===== src/rtl/xlat_pkg.sv =====
package xlat_pkg;

  typedef enum logic [1:0] {
    ACC_READ  = 2'b00,
    ACC_WRITE = 2'b01,
    ACC_EXEC  = 2'b10,
    ACC_RSVD  = 2'b11
  } acc_kind_e;

  localparam int PERM_W    = 3;
  localparam int PERM_RD   = 0;
  localparam int PERM_WR   = 1;
  localparam int PERM_EXEC = 2;

endpackage


===== src/rtl/xlat_perm_check.sv =====
module xlat_perm_check
  import xlat_pkg::*;
(
  input  logic [1:0]        kind,
  input  logic [PERM_W-1:0] perm,
  output logic              allowed
);

  acc_kind_e k;

  always_comb begin
    k = acc_kind_e'(kind);
    unique case (k)
      ACC_READ:  allowed = perm[PERM_RD];
      ACC_WRITE: allowed = perm[PERM_WR];
      ACC_EXEC:  allowed = perm[PERM_EXEC];
      default:   allowed = 1'b0;
    endcase
  end

endmodule


===== src/rtl/xlat_entry_array.sv =====
module xlat_entry_array
  import xlat_pkg::*;
#(
  parameter int ENTRIES = 16,
  parameter int VPN_W   = 20,
  parameter int PID_W   = 8,
  parameter int PFN_W   = 20,
  localparam int IDX_W  = (ENTRIES > 1) ? $clog2(ENTRIES) : 1
) (
  input  logic               clk,
  input  logic               rst,
  input  logic               flush,
  input  logic               wr_en,
  input  logic [IDX_W-1:0]   wr_idx,
  input  logic [VPN_W-1:0]   wr_vpn,
  input  logic [PID_W-1:0]   wr_pid,
  input  logic [PFN_W-1:0]   wr_pfn,
  input  logic [PERM_W-1:0]  wr_perm,
  input  logic [VPN_W-1:0]   lk_vpn,
  input  logic [PID_W-1:0]   lk_pid,
  output logic [ENTRIES-1:0] lk_match,
  output logic [ENTRIES-1:0] fill_match,
  output logic [ENTRIES-1:0] valid_vec,
  output logic [PFN_W-1:0]   lk_pfn,
  output logic [PERM_W-1:0]  lk_perm
);

  logic [ENTRIES-1:0] e_val;
  logic [VPN_W-1:0]   e_vpn  [ENTRIES];
  logic [PID_W-1:0]   e_pid  [ENTRIES];
  logic [PFN_W-1:0]   e_pfn  [ENTRIES];
  logic [PERM_W-1:0]  e_perm [ENTRIES];

  // valid bits: the only state that reset and flush touch
  always_ff @(posedge clk) begin
    if (rst || flush) begin
      e_val <= '0;
    end else if (wr_en) begin
      e_val[wr_idx] <= 1'b1;
    end
  end

  // payload fields: plain write-only storage, no reset
  always_ff @(posedge clk) begin
    if (wr_en && !flush) begin
      e_vpn[wr_idx]  <= wr_vpn;
      e_pid[wr_idx]  <= wr_pid;
      e_pfn[wr_idx]  <= wr_pfn;
      e_perm[wr_idx] <= wr_perm;
    end
  end

  // parallel comparators, one pair per slot
  for (genvar g = 0; g < ENTRIES; g++) begin : g_cmp
    assign lk_match[g]   = e_val[g] && (e_vpn[g] == lk_vpn) && (e_pid[g] == lk_pid);
    assign fill_match[g] = e_val[g] && (e_vpn[g] == wr_vpn) && (e_pid[g] == wr_pid);
  end

  assign valid_vec = e_val;

  // AND-OR read mux driven by the one-hot match vector
  always_comb begin
    lk_pfn  = '0;
    lk_perm = '0;
    for (int i = 0; i < ENTRIES; i++) begin
      if (lk_match[i]) begin
        lk_pfn  = lk_pfn  | e_pfn[i];
        lk_perm = lk_perm | e_perm[i];
      end
    end
  end

  // overwrite-on-refill keeps at most one slot per page/process pair
  p_single_match_r7: assert property (@(posedge clk) disable iff (rst)
    $onehot0(lk_match));

  // a flush leaves no valid slot behind
  p_flush_clears_r5: assert property (@(posedge clk) disable iff (rst)
    flush |=> (valid_vec == '0));

endmodule


===== src/rtl/xlat_victim_sel.sv =====
module xlat_victim_sel #(
  parameter int ENTRIES = 16,
  localparam int IDX_W  = (ENTRIES > 1) ? $clog2(ENTRIES) : 1
) (
  input  logic               clk,
  input  logic               rst,
  input  logic               fill_go,
  input  logic [ENTRIES-1:0] valid_vec,
  input  logic [ENTRIES-1:0] fill_match,
  output logic [IDX_W-1:0]   victim
);

  logic [IDX_W-1:0] rr_ptr;
  logic [IDX_W-1:0] free_idx;
  logic [IDX_W-1:0] same_idx;
  logic             free_found;
  logic             same_found;
  logic             use_rr;

  always_comb begin
    free_found = 1'b0;
    free_idx   = '0;
    same_found = 1'b0;
    same_idx   = '0;
    for (int i = ENTRIES - 1; i >= 0; i--) begin
      if (!valid_vec[i]) begin
        free_found = 1'b1;
        free_idx   = IDX_W'(i);
      end
      if (fill_match[i]) begin
        same_found = 1'b1;
        same_idx   = IDX_W'(i);
      end
    end
  end

  assign use_rr = !same_found && !free_found;

  always_comb begin
    if (same_found)      victim = same_idx;
    else if (free_found) victim = free_idx;
    else                 victim = rr_ptr;
  end

  always_ff @(posedge clk) begin
    if (rst) begin
      rr_ptr <= '0;
    end else if (fill_go && use_rr) begin
      rr_ptr <= (rr_ptr == IDX_W'(ENTRIES - 1)) ? '0 : rr_ptr + 1'b1;
    end
  end

  // a fresh fill never lands on an occupied slot while an empty one exists
  p_victim_free_r8: assert property (@(posedge clk) disable iff (rst)
    (fill_go && (fill_match == '0) && !(&valid_vec)) |-> !valid_vec[victim]);

  // a refill of a present pair lands on that pair's slot
  p_victim_same_r7: assert property (@(posedge clk) disable iff (rst)
    (fill_go && (fill_match != '0)) |-> fill_match[victim]);

endmodule


===== src/rtl/xlat_buffer.sv =====
module xlat_buffer
  import xlat_pkg::*;
#(
  parameter int VA_W    = 32,
  parameter int OFF_W   = 12,
  parameter int PFN_W   = 20,
  parameter int PID_W   = 8,
  parameter int ENTRIES = 16,
  localparam int VPN_W  = VA_W - OFF_W,
  localparam int PA_W   = PFN_W + OFF_W
) (
  input  logic              clk,
  input  logic              rst,
  input  logic              lk_valid,
  input  logic [VA_W-1:0]   lk_vaddr,
  input  logic [PID_W-1:0]  lk_pid,
  input  logic [1:0]        lk_kind,
  input  logic              fill_valid,
  input  logic [VPN_W-1:0]  fill_vpn,
  input  logic [PID_W-1:0]  fill_pid,
  input  logic [PFN_W-1:0]  fill_pfn,
  input  logic [PERM_W-1:0] fill_perm,
  input  logic              flush,
  output logic              rsp_valid,
  output logic              rsp_hit,
  output logic              rsp_miss,
  output logic              rsp_fault,
  output logic [PA_W-1:0]   rsp_paddr
);

  localparam int IDX_W = (ENTRIES > 1) ? $clog2(ENTRIES) : 1;

  logic [ENTRIES-1:0] lk_match;
  logic [ENTRIES-1:0] fill_match;
  logic [ENTRIES-1:0] valid_vec;
  logic [PFN_W-1:0]   sel_pfn;
  logic [PERM_W-1:0]  sel_perm;
  logic [IDX_W-1:0]   wr_idx;
  logic               wr_en;
  logic               allowed;
  logic               hit_any;
  logic               good;

  // flush has priority over fill
  assign wr_en = fill_valid && !flush;

  xlat_entry_array #(
    .ENTRIES (ENTRIES),
    .VPN_W   (VPN_W),
    .PID_W   (PID_W),
    .PFN_W   (PFN_W)
  ) u_array (
    .clk        (clk),
    .rst        (rst),
    .flush      (flush),
    .wr_en      (wr_en),
    .wr_idx     (wr_idx),
    .wr_vpn     (fill_vpn),
    .wr_pid     (fill_pid),
    .wr_pfn     (fill_pfn),
    .wr_perm    (fill_perm),
    .lk_vpn     (lk_vaddr[VA_W-1:OFF_W]),
    .lk_pid     (lk_pid),
    .lk_match   (lk_match),
    .fill_match (fill_match),
    .valid_vec  (valid_vec),
    .lk_pfn     (sel_pfn),
    .lk_perm    (sel_perm)
  );

  xlat_victim_sel #(
    .ENTRIES (ENTRIES)
  ) u_victim (
    .clk        (clk),
    .rst        (rst),
    .fill_go    (wr_en),
    .valid_vec  (valid_vec),
    .fill_match (fill_match),
    .victim     (wr_idx)
  );

  xlat_perm_check u_check (
    .kind    (lk_kind),
    .perm    (sel_perm),
    .allowed (allowed)
  );

  // a lookup coinciding with a flush is treated as a miss
  assign hit_any = (|lk_match) && !flush;
  assign good    = lk_valid && hit_any && allowed;

  always_ff @(posedge clk) begin
    if (rst) begin
      rsp_valid <= 1'b0;
      rsp_hit   <= 1'b0;
      rsp_miss  <= 1'b0;
      rsp_fault <= 1'b0;
      rsp_paddr <= '0;
    end else begin
      rsp_valid <= lk_valid;
      rsp_hit   <= good;
      rsp_miss  <= lk_valid && !hit_any;
      rsp_fault <= lk_valid && hit_any && !allowed;
      rsp_paddr <= good ? {sel_pfn, lk_vaddr[OFF_W-1:0]} : '0;
    end
  end

  // exactly one outcome per response
  p_one_outcome_r6: assert property (@(posedge clk) disable iff (rst)
    rsp_valid |-> ($countones({rsp_hit, rsp_miss, rsp_fault}) == 1));

  // quiet when no lookup was made
  p_idle_quiet_r6: assert property (@(posedge clk) disable iff (rst)
    !rsp_valid |-> !(rsp_hit || rsp_miss || rsp_fault));

  // offset bits travel through unchanged
  p_offset_pass_r1: assert property (@(posedge clk) disable iff (rst)
    rsp_hit |-> (rsp_paddr[OFF_W-1:0] == $past(lk_vaddr[OFF_W-1:0])));

  // a lookup in a flush cycle reports a miss
  p_flush_miss_r5: assert property (@(posedge clk) disable iff (rst)
    (flush && lk_valid) |=> rsp_miss);

  // no address escapes on a fault or miss
  p_no_addr_on_reject_r4: assert property (@(posedge clk) disable iff (rst)
    (rsp_fault || rsp_miss) |-> (rsp_paddr == '0));

endmodule


===== config.mk =====
export PLATFORM = sky130hd
export DESIGN_NAME = xlat_buffer
export DESIGN_NICKNAME = d
export VERILOG_FILES = /design/src/rtl/xlat_pkg.sv /design/src/rtl/xlat_perm_check.sv /design/src/rtl/xlat_entry_array.sv /design/src/rtl/xlat_victim_sel.sv /design/src/rtl/xlat_buffer.sv
export SDC_FILE = /design/constraint.sdc
export NUM_CORES = 1
export LEC_CHECK = 0
export ABC_AREA = 1
export BUFFER_PORTS_ARGS = -buffer_cell sky130_fd_sc_hd__buf_2
export CORE_ASPECT_RATIO = 1.1
export CORE_MARGIN = 2
export CORE_UTILIZATION = 40
export CTS_CLUSTER_SIZE = 16
export DETAILED_ROUTE_END_ITERATION = 7
export GPL_TIMING_DRIVEN = 0
export PLACE_DENSITY = 0.52
export SETUP_SLACK_MARGIN = 0.4
export SLEW_MARGIN = 20
export SYNTH_ARGS = -nofsm -noshare
export SYNTH_HDL_FRONTEND = slang
export SYNTH_SLANG_ARGS = --single-unit

===== constraint.sdc =====
create_clock -name clk -period 9.9 [get_ports clk]
set_input_delay 0 -clock clk [delete_from_list [all_inputs] [get_ports clk]]
set_output_delay 0 -clock clk [all_outputs]
set_load 0.1 [all_outputs]

# Word-level counts from Yosys, hierarchy flattened
# Memories as Yosys holds them, arrays and structs flattened.
# Cells that the tools add are included.
[totals]
ramBits = 816
input_bits = 98
n_memories = 4
elab_cells = 300
output_inout_bits = 36
ff_bits = 56
[mem_list]
columns = ["name", "depth", "word_bits", "rd", "rd_clocked_by_memory_dff", "wr", "line", "text"]
rows = [
  ["u_array.e_pfn", 16, 20, 16, 0, 1, "xlat_entry_array.sv:31", "logic [PFN_W-1:0] e_pfn [ENTRIES];"],
  ["u_array.e_vpn", 16, 20, 16, 0, 1, "xlat_entry_array.sv:29", "logic [VPN_W-1:0] e_vpn [ENTRIES];"],
  ["u_array.e_pid", 16, 8, 16, 0, 1, "xlat_entry_array.sv:30", "logic [PID_W-1:0] e_pid [ENTRIES];"],
  ["u_array.e_perm", 16, 3, 16, 0, 1, "xlat_entry_array.sv:32", "logic [PERM_W-1:0] e_perm [ENTRIES];"],
]
[classes]
add_sub_neg = 1
bitwise_logic = 32
eq_ne = 67
reduce_logical = 83
magnitude_cmp = 2
mux = 104
[op_table]
columns = ["operator", "n"]
rows = [
  ["20-bit equality test", 32],
  ["20-bit two-way mux", 16],
  ["20-bit bitwise OR", 15],
  ["8-bit equality test", 32],
  ["4-bit two-way mux", 35],
  ["1-bit logical AND", 74],
  ["3-bit two-way mux", 16],
  ["3-bit bitwise OR", 15],
  ["1-bit two-way mux", 35],
  ["16-bit bitwise OR", 1],
  ["16-bit OR reduction", 1],
  ["1-bit zero test", 5],
  ["4-bit by 5-bit < comparator with 1-bit output (second input constant)", 1],
  ["4-bit by 1-bit adder with 4-bit output (second input constant)", 1],
  ["1-bit demux with 4-bit select", 1],
  ["4-bit equality test (second input constant)", 1],
  ["4-bit by 1-bit >= comparator with 1-bit output (second input constant)", 1],
  ["1-bit case mux with 3 select lines", 1],
  ["2-bit by 1-bit equality test with 1-bit output (second input constant)", 1],
  ["2-bit equality test (second input constant)", 1],
  ["2-bit zero test", 1],
  ["2-bit OR reduction", 1],
  ["1-bit logical OR", 1],
  ["1-bit inverter", 1],
]

# Depth between registers and ports, before layout
# Gate-level depths: netlist of run 1.
[logic_depth]
word_depth = 38
mapped_depth = 28
ltp_nobuf = 27

# By module
# A second synthesis of run 1 with hierarchy kept.
[hier_totals]
cells_unflattened = 4681
hier_area_um2 = 44121.1
[modules_own_cells]
columns = ["mod", "instances", "seq_area_each_um2", "cells_per_inst", "area_per_inst_um2"]
rows = [
  ["xlat_entry_array", 1, 24823.8, 4421, 42318.1],
  ["xlat_buffer", 1, 720.7, 132, 1118.6],
  ["xlat_victim_sel", 1, 80.1, 122, 656.9],
  ["xlat_perm_check", 1, 0.0, 6, 27.5],
]

# Worst setup path before layout of run 1
# No wires, ideal clock.
[synth_timing]
path_type = "flip-flop to flip-flop"
start = "memory u_array.e_vpn[0][8]"
end = "memory u_array.e_perm[0][0] (enable)"
setup_ns = 0.405
t_arrival_ns = 2.959
required_ns = 9.495
stages_incl_launch_ff = 15
path_buffers = 0
synth_period_minus_slack_ns = 3.364
path_slack_ns = 6.536
path_cell_list = "edfxtp_1 > or2_2 > a221oi_1 > nand4_1 > nor2_1 > nand2_1 > nand2_1 > nor2_1 > nand2_2 > nor2_4 > inv_2 > nor2_1 > a21oi_2 > nand4_1 > inv_1"
[synth_lines]
columns = ["item", "line"]
rows = [
  ["start, declared", "xlat_entry_array.sv:29"],
  ["end, declared", "xlat_entry_array.sv:32"],
]

# Final worst setup path of run 1
[layout_timing]
start = "input fill_pid[7]"
end = "memory u_array.e_vpn[8][3] (enable)"
[layout_via]
elab_chain_cells = 19
word_cells_on_any_way = 65
classes_between = "16 x eq/ne; 33 x mux; 16 x reduce/logical"
[layout_rtl]
columns = ["item", "line", "text"]
rows = [
  ["start, declared", "xlat_buffer.sv:20", "input logic [PID_W-1:0] fill_pid,"],
  ["8-bit equality test", "xlat_entry_array.sv:56", "assign fill_match[g] = e_val[g] && (e_vpn[g] == wr_vpn) && (e_pid[g] == wr_pid);"],
  ["1-bit logical AND", "xlat_entry_array.sv:56", ""],
  ["4-bit two-way mux or 1-bit two-way mux (tied branches) (16 in series)", "xlat_victim_sel.sv:30", "if (fill_match[i]) begin"],
  ["4-bit two-way mux *", "xlat_victim_sel.sv:40", "if (same_found) victim = same_idx;"],
]
# Mark *: on every way between the ends. The rest lies on a longest branch, timed or not.

==> metrics.md, run 1 <==
| Metric | Value |
|---|---|
| TritonCTS Buffers | 100 |
| P&R area growth vs syn | 16.44% |
| Largest net degree at the start of global routing | between 40 and 50 |
| Die height | about 340 um |
| Status | completed |
| Post-CTS Hold Buffers | 54 |
| Sw frac | 25.73% |
| Clock-pin transition on the worst setup and hold timing paths | 60 ps |
| Vias in the first global route | about 32000 |
| Clk pwr share | between 40% and 50% |
| Total track usage | between 40 and 50% |
| Starting density of the core | ~40% |
| Sequential share of the synthesized area | 62.04% |
| Clk_lat worst skew | 720 ps |
| Core Footprint | 102300 um2 |
| Drt wl/cell | approximately 41 um |
| Rel. slew slack | about a fifth |
| Final instance area | between 40000 and 50000 um2 |
| Pwr dens | around 180 nW/um2 |
| CTS H-tree lvls | 3 |
| FP Rows | between 100 and 150 |
| Final wirelength | 227300 um |
| Vias per inst | between 6 and 7 |
| Leak | ~18 nW |
| Cell-internal power | between 6 and 7 mW |
| Gp weighted congestion | 1.038 |
| HPWL Detailed | between 100000 and 150000 um |
| Sequential share of power | a little under half |
| Dpl cell area | around 44000 um2 |
| Combinational power share | approximately 8.5% |
| Initial antenna violation count | 22 |
| Hold_ws | around 17 ps |
| Longest Clk Path Bufs | 3 |
| CP endpoint kind | register |
| Clock Root Buffer | clkbuf_16 |
| Data arrival time of the critical path | between 5000 and 6000 ps |
| First-pass GRT wire length | a little under 300000 um |
| Proportion of layout cells with a drive suffix above 1 | about 13% |
| Netlist cell types | 67 |
| Placed insts | 5273 |
| Die X | just over 300 um |
| Post-synth EDFFs | approximately 800 |
| Num ports | about 130 |
| Synth Cell Area | 41300 um2 |
| Syn Inst Count | about 3800 |
| Critical path class | in -> reg |
| Sw Pwr | between 2 and 2.5 mW |
| CP startpoint kind | input port |
| PortBufs | between 100 and 150 |
| Synth area leader | edfxtp_1 |
| CTS tree | built |
| Non-Filler Instances | 5530 |
| Least-Margin Pin Slew | roughly 1200 ps |
| Final hold viol count | 0 |
| Routed vias | 34990 |
| Synth Net Count | just under 4000 |
| Max_cap viols | 0 |
| Die Area | around 110000 um2 |
| YS warnings | 0 |
| Final setup vio count | 0 |
| Fin crit share | between 50% and 60% |
| Avg Inst Size Synth | about 11 um2 |
| RSZ-0062 raised after global routing | no |
| Max FO, Critical Path | 37 |
| Post-CTS Resized | 0 |
| Area contributors post-synth | edfxtp_1 (59%), o22ai_1 (5.5%), xnor2_1 (5.1%), inv_1 (4.7%), nand2_1 (4.3%) |
| ANT nets after route | 0 |
| CTS Sinks | roughly 870 |
| Max Fclk | 183.2 MHz |
| Clk_skew | between 40 and 50 ps |
| Fin crit period | ~5500 ps |
| Critical Path RT | 10260 ps |
| Postcts setup bufs | 0 |
| TritonRoute pass-1 iters | 7 |
| Global route overflow | 0 |
| Nets | between 4000 and 5000 |
| Max VDD drop | 176.1 uV |
| Max Slew Vio Count | 0 |
| #FFs+latches synth | a little under 900 |
| Async set or reset register ratio after synthesis | 0% |
| Most used DFF post-synth | edfxtp_1 |
| Yosys top cell area share | roughly 59% |
| Remaining DRCs | 0 |
| Hold Crit Class | in -> reg |
| Initial drt markers | 6555 |
| Total negative slack | 0 ps |
[metrics by stage]
stage | worst slack (ps) | power, mW | utilization, %
5_1_grt | 4518 | 8.825 | 46.97
6_report | 4441 | 8.708 | 46.99
4_1_cts | 4792 | 8.667 | 46.95
2_1_floorplan | 6536 | 4.384 | -
3_5_place_dp | 4603 | 4.796 | 43.06
3_3_place_gp | 2876 | 4.800 | 42.60
[synthesized netlist by cell type (all sizes together) (14+ instances only)]
cell     number
a211oi       30
a21oi        69
a221oi       72
buf         137
clkbuf       31
dfxtp        56
edfxtp      816
inv         564
nand2       479
nand3       121
nand4        93
nor2        264
nor3         20
nor4         80
o2111ai      14
o21ai       190
o22ai       365
xnor2       240
xor2         33
[sequential cells by signal, summed over array words and instances, names as in the netlist]
name               flops
rsp_fault              1
rsp_hit                1
rsp_miss               1
rsp_paddr             32
rsp_valid              1
u_array.e_perm        48
u_array.e_pfn        320
u_array.e_pid        128
u_array.e_vpn        320
u_array.valid_vec     16
u_victim.rr_ptr        4
[critical path, stage by stage]
cell and delay [ps]:
dlygate4sd3_1 530, buf_2 760, buf_2 530, buf_2 580
o21ai_1 190, nor2_1 130, nand2_1 70, nor4_1 250
nand4_1 430, nand2_1 330, nor2_1 100, nand2_2 100
nor2_4 50, inv_2 60, nor2_1 50, a21oi_2 290
nand4_1 440, inv_4 490, buf_16 290
[final timing paths]
check / from / end / slack (ps) / cells past startpoint
hold reg to reg: u_victim.rr_ptr[0] / u_victim.rr_ptr[0] / 530 / 2
setup reg to reg: u_array.valid_vec[15] / rsp_fault / 5360 / 13
setup / recovery: fill_pid[7] / u_array.e_vpn[8][3] / 4440 / 19
hold / removal: fill_vpn[5] / u_array.e_vpn[3][5] / 20 / 1
[power by group through the flow]
| stage | clock (mW) | combinational (mW) | sequential [mW] |
|---|---|---|---|
| final | 3.92 | 0.739 | 4.05 |
| after global routing | 4.07 | 0.710 | 4.05 |
| after CTS | 3.93 | 0.688 | 4.05 |
| after detailed placement | 0 | 0.671 | 4.12 |
| after global placement | 0 | 0.673 | 4.13 |
| after floorplan | 0 | 0.257 | 4.13 |
[layout make-up]
class | count | area, um2
flip-flops and latches | 872 | 25620
plain buffers | 168 | 1064
well taps | 1375 | 1720
repair buffers | 187 | 1554
diodes | 12 | 30.03
fillers | 9598 | 54250
inverters | 567 | 2190
clock inverters | 52 | 599.3
clock buffers | 137 | 2834
multi-input cells | 2160 | 12480
[cell families after synthesis]
logic type      Yosys count  share of synthesized area, %
fa+ha+maj                 1                       0.03029
compound gates          784                         12.07
buf+inv                 735                         7.770
flops                   872                         62.04
xor+xnor                273                         5.789
simple gates           1102                         12.31
[metal layers]
| metal | GRT usage [%] | share of wire (%) |
|---|---|---|
| met1 | 52.96 | 37 |
| met2 | 63.80 | 43 |
| met3 | 10.35 | 11 |
| met4 | 30.94 | 8.8 |
| met5 | 0 | 0.034 |
[cell usage in the layout (no fill, tap or decap), drive strengths merged, types with 30 or more instances in the layout]
master / count
a211oi: 30
a21oi: 69
a221oi: 72
buf: 268
clkbuf: 168
clkinv: 38
dfxtp: 56
dlygate4sd3: 56
edfxtp: 816
inv: 567
nand2: 479
nand3: 121
nand4: 93
nor2: 264
nor4: 80
o21ai: 190
o22ai: 365
xnor2: 240
xor2: 33
Note: power is estimated with default switching activity, not from simulation.
==> inputs of run 2 (changes only) <==
Settings changed: ABC_AREA 1 to 0.
Clock period 9.9 ns to 5.2 ns, I/O delays scaled along.
==> metrics.md, run 2 <==
| Metric | Value |
|---|---|
| Status | completed |
| FP Rows | 121 |
| Fin crit share | 91.18% |
| Multi-input logic area | about 14000 um2 |
| CTS H-tree lvls | 3 |
| Most used DFF post-synth | edfxtp_1 |
| CP endpoint kind | register |
| Least-Margin Pin Slew | roughly 1300 ps |
| Die X | 304.9 um |
| TritonCTS Buffers | between 90 and 100 |
| Hold Crit Class | in -> reg |
| TritonRoute pass-1 iters | 6 |
| Gp weighted congestion | between 0.9 and 1 |
| Final setup vio count | 0 |
| Largest net degree at the start of global routing | 29 |
| Yosys top cell area share | 61.52% |
| CP dominant cell by count | buf_8 |
| Biggest regs | u_array.e_pfn: 320 flops, u_array.e_vpn: 320 flops, u_array.e_pid: 128 flops |
| HPWL Detailed | around 110000 um |
| Final wirelength | between 150000 and 200000 um |
| Number of fill cells | roughly 8500 |
| YS warnings | 0 |
| RSZ-0062 raised after global routing | no |
| P&R area growth vs syn | 21.04% |
| Drt wl/cell | 38.54 um |
| Synth area leader | edfxtp_1 |
| Area contributors post-synth | edfxtp_1 (62%), xnor2_1 (12%), xor2_1 (7.0%), nand4_1 (3.2%), dfxtp_1 (2.8%) |
| CP peak stage delay | around 600 ps |
| Critical Path RT | about 5600 ps |
| Max FO, Critical Path | 16 |
| Synth Cell Area | between 30000 and 40000 um2 |
| Starting density of the core | slightly above 40% |
| Max Fclk | ~210 MHz |
| Critical path class | reg -> reg |
| Avg Inst Size Synth | approximately 14 um2 |
| Max Slew Vio Count | 0 |
| PortBufs | approximately 110 |
| Final instance area | approximately 48000 um2 |
| Post-synth EDFFs | 816 |
| Dpl cell area | 43400 um2 |
| Total track usage | about 34% |
| Non-Filler Instances | roughly 4600 |
| Finished Core Util | approximately half |
| Data arrival time of the critical path | between 5000 and 6000 ps |
| Sequential share of the synthesized area | 64.33% |
| Rel. slew slack | ~17% |
| Proportion of layout cells with a drive suffix above 1 | between 10% and 20% |
| Clk_lat worst skew | roughly 700 ps |
| Clock Root Buffer | clkbuf_16 |
| Fin crit period | around 4700 ps |
| Cell Chain, Critical Path | xnor2_1 > nand4_1 > or4_4 > or4_4 > a311oi_4 > o2111a_1 > or3_4 > nand2_2 > buf_4 > nor3_4 > buf_8 > buf_6 > buf_8 > buf_8 |
| Most frequent cells in the layout | edfxtp_1 (816), xnor2_1 (559), xor2_1 (320), nand4_1 (201), buf_2 (152) |
| FF+latch area | approximately 26000 um2 |
| CP startpoint kind | register |
| CTS tree | built |
| Max_cap viols | 0 |
| Post-synth top cells | edfxtp_1 (816), xnor2_1 (560), xor2_1 (320) |
| Clock-pin transition on the worst setup and hold timing paths | about 60 ps |
| Syn Inst Count | roughly 2800 |
| Async set or reset register ratio after synthesis | 0% |
| Remaining DRCs | 0 |
| Die height | about 330 um |
| Final Worst Setup Slack | 458.7 ps |
| Max VDD drop | a little under 300 uV |
| Initial antenna violation count | 14 |
| Nets | about 3300 |
| First-pass GRT wire length | 235600 um |
| Initial drt markers | 4317 |
| Placed insts | around 4300 |
| Vias per inst | 6.185 |
| Most common cell after layout, fill and taps aside | edfxtp_1 |
| Clk_skew | around 42 ps |
| Final hold viol count | 0 |
| Pwr dens | about 330 nW/um2 |
| Critical path's slowest cell | or4_4 |
| Place WS | -1517 ps |
| Routed vias | between 20000 and 30000 |
| Core Footprint | between 90000 and 100000 um2 |
| #FFs+latches synth | slightly below 900 |
| Longest Clk Path Bufs | 3 |
| ANT nets after route | 0 |
| Synth Net Count | between 2000 and 3000 |
| Num ports | approximately 130 |
| Vias in the first global route | 27500 |
| Leak | approximately 16 nW |
| Final Power | 15.86 mW |
| Most common cell in the netlist | edfxtp_1 |
| Netlist cell types | 65 |
| Die Area | roughly 100000 um2 |
| Global route overflow | 0 |
| CTS Sinks | slightly below 900 |
run 2: changes by cell type in the layout (fill, tap and decap cells not counted), sizes merged, moves of 243 or more:
cell   previous run  this run
o22ai           365         1
xor2             33       320
nand2           479        87
nor2            264        21
inv             567        21
xnor2           240       561
run 2: logic make-up (layout without fill, tap and decap cells):
family	after synthesis	in the layout	synth area share [%]
xor gates and xnor gates	881	881	19.39
muxes	1	1	0.02513
DFF	872	872	64.33
other	0	7	0
buffers and inverters	177	653	2.123
adders and majority gates	1	1	0.03141
AOI/OAI and AO/OA	233	233	4.797
and+or+nand+nor	647	647	9.301
run 2: repair_timing:
action | in CTS | in global routing
gates resized for setup | 71 | 15
hold endpoints to repair | 849 | 0
pin swaps | 2 | 4
setup buffers | 2 | 3
hold buffers | 111 | 0
endpoints found under the setup margin | 818 | 171
run 2: report_power, final:
| part | total (mW) | switching (mW) | internal, mW |
|---|---|---|---|
| clock | 6.89 | 2.92 | 3.97 |
| combinational | 1.27 | 0.899 | 0.376 |
| sequential | 7.70 | 0.0140 | 7.69 |
run 2: worst paths after layout:
path                                             from              endpoint  slack, ps  cells after the start
worst min-delay path                       lk_kind[1]         rsp_paddr[19]        140                      5
worst max register to register  u_array.e_vpn[13][10]  u_array.e_vpn[13][7]        460                     14
worst min register to register     u_victim.rr_ptr[0]    u_victim.rr_ptr[0]        560                      2
worst max-delay path            u_array.e_vpn[13][10]  u_array.e_vpn[13][7]        460                     14
run 2: area by class of cell:
cell class	instances	share of cell area (%)
sequential	872	53.15
multi-input combinational	1763	28.47
timing repair buffer	305	6.605
clock buffer	117	5.182
tap	1291	3.350
buffer	161	1.814
clock inverter	54	1.272
inverter	16	0.1246
antenna	7	0.03633
run 2: metal layers:
layer	GRT usage (%)	routed length, um	vias up
met5	0	32	-
met3	7.786	17670	467
met2	54.28	80740	1852
li1	-	-	11450
met1	42.82	66150	14590
met4	20.46	12170	4
run 2: worst max-delay path: cells and delay by family, from the launching register on:
kind	cells	cell delay [ps]
AO/OA/AOI/OAI	2	710
AND/OR/NAND/NOR	6	1940
XOR/XNOR	1	170
flip-flops	1	450
buffers and inverters	5	1080
run 2: per-stage QoR:
step / hold WS, ps / TNS (ps)
after floorplan: 69.07 / -4622
after global placement: 198.8 / -2874750
after detailed placement: 205.9 / -788540
after CTS: 97.60 / 0
after global routing: 167.6 / 0
final: 139.8 / 0
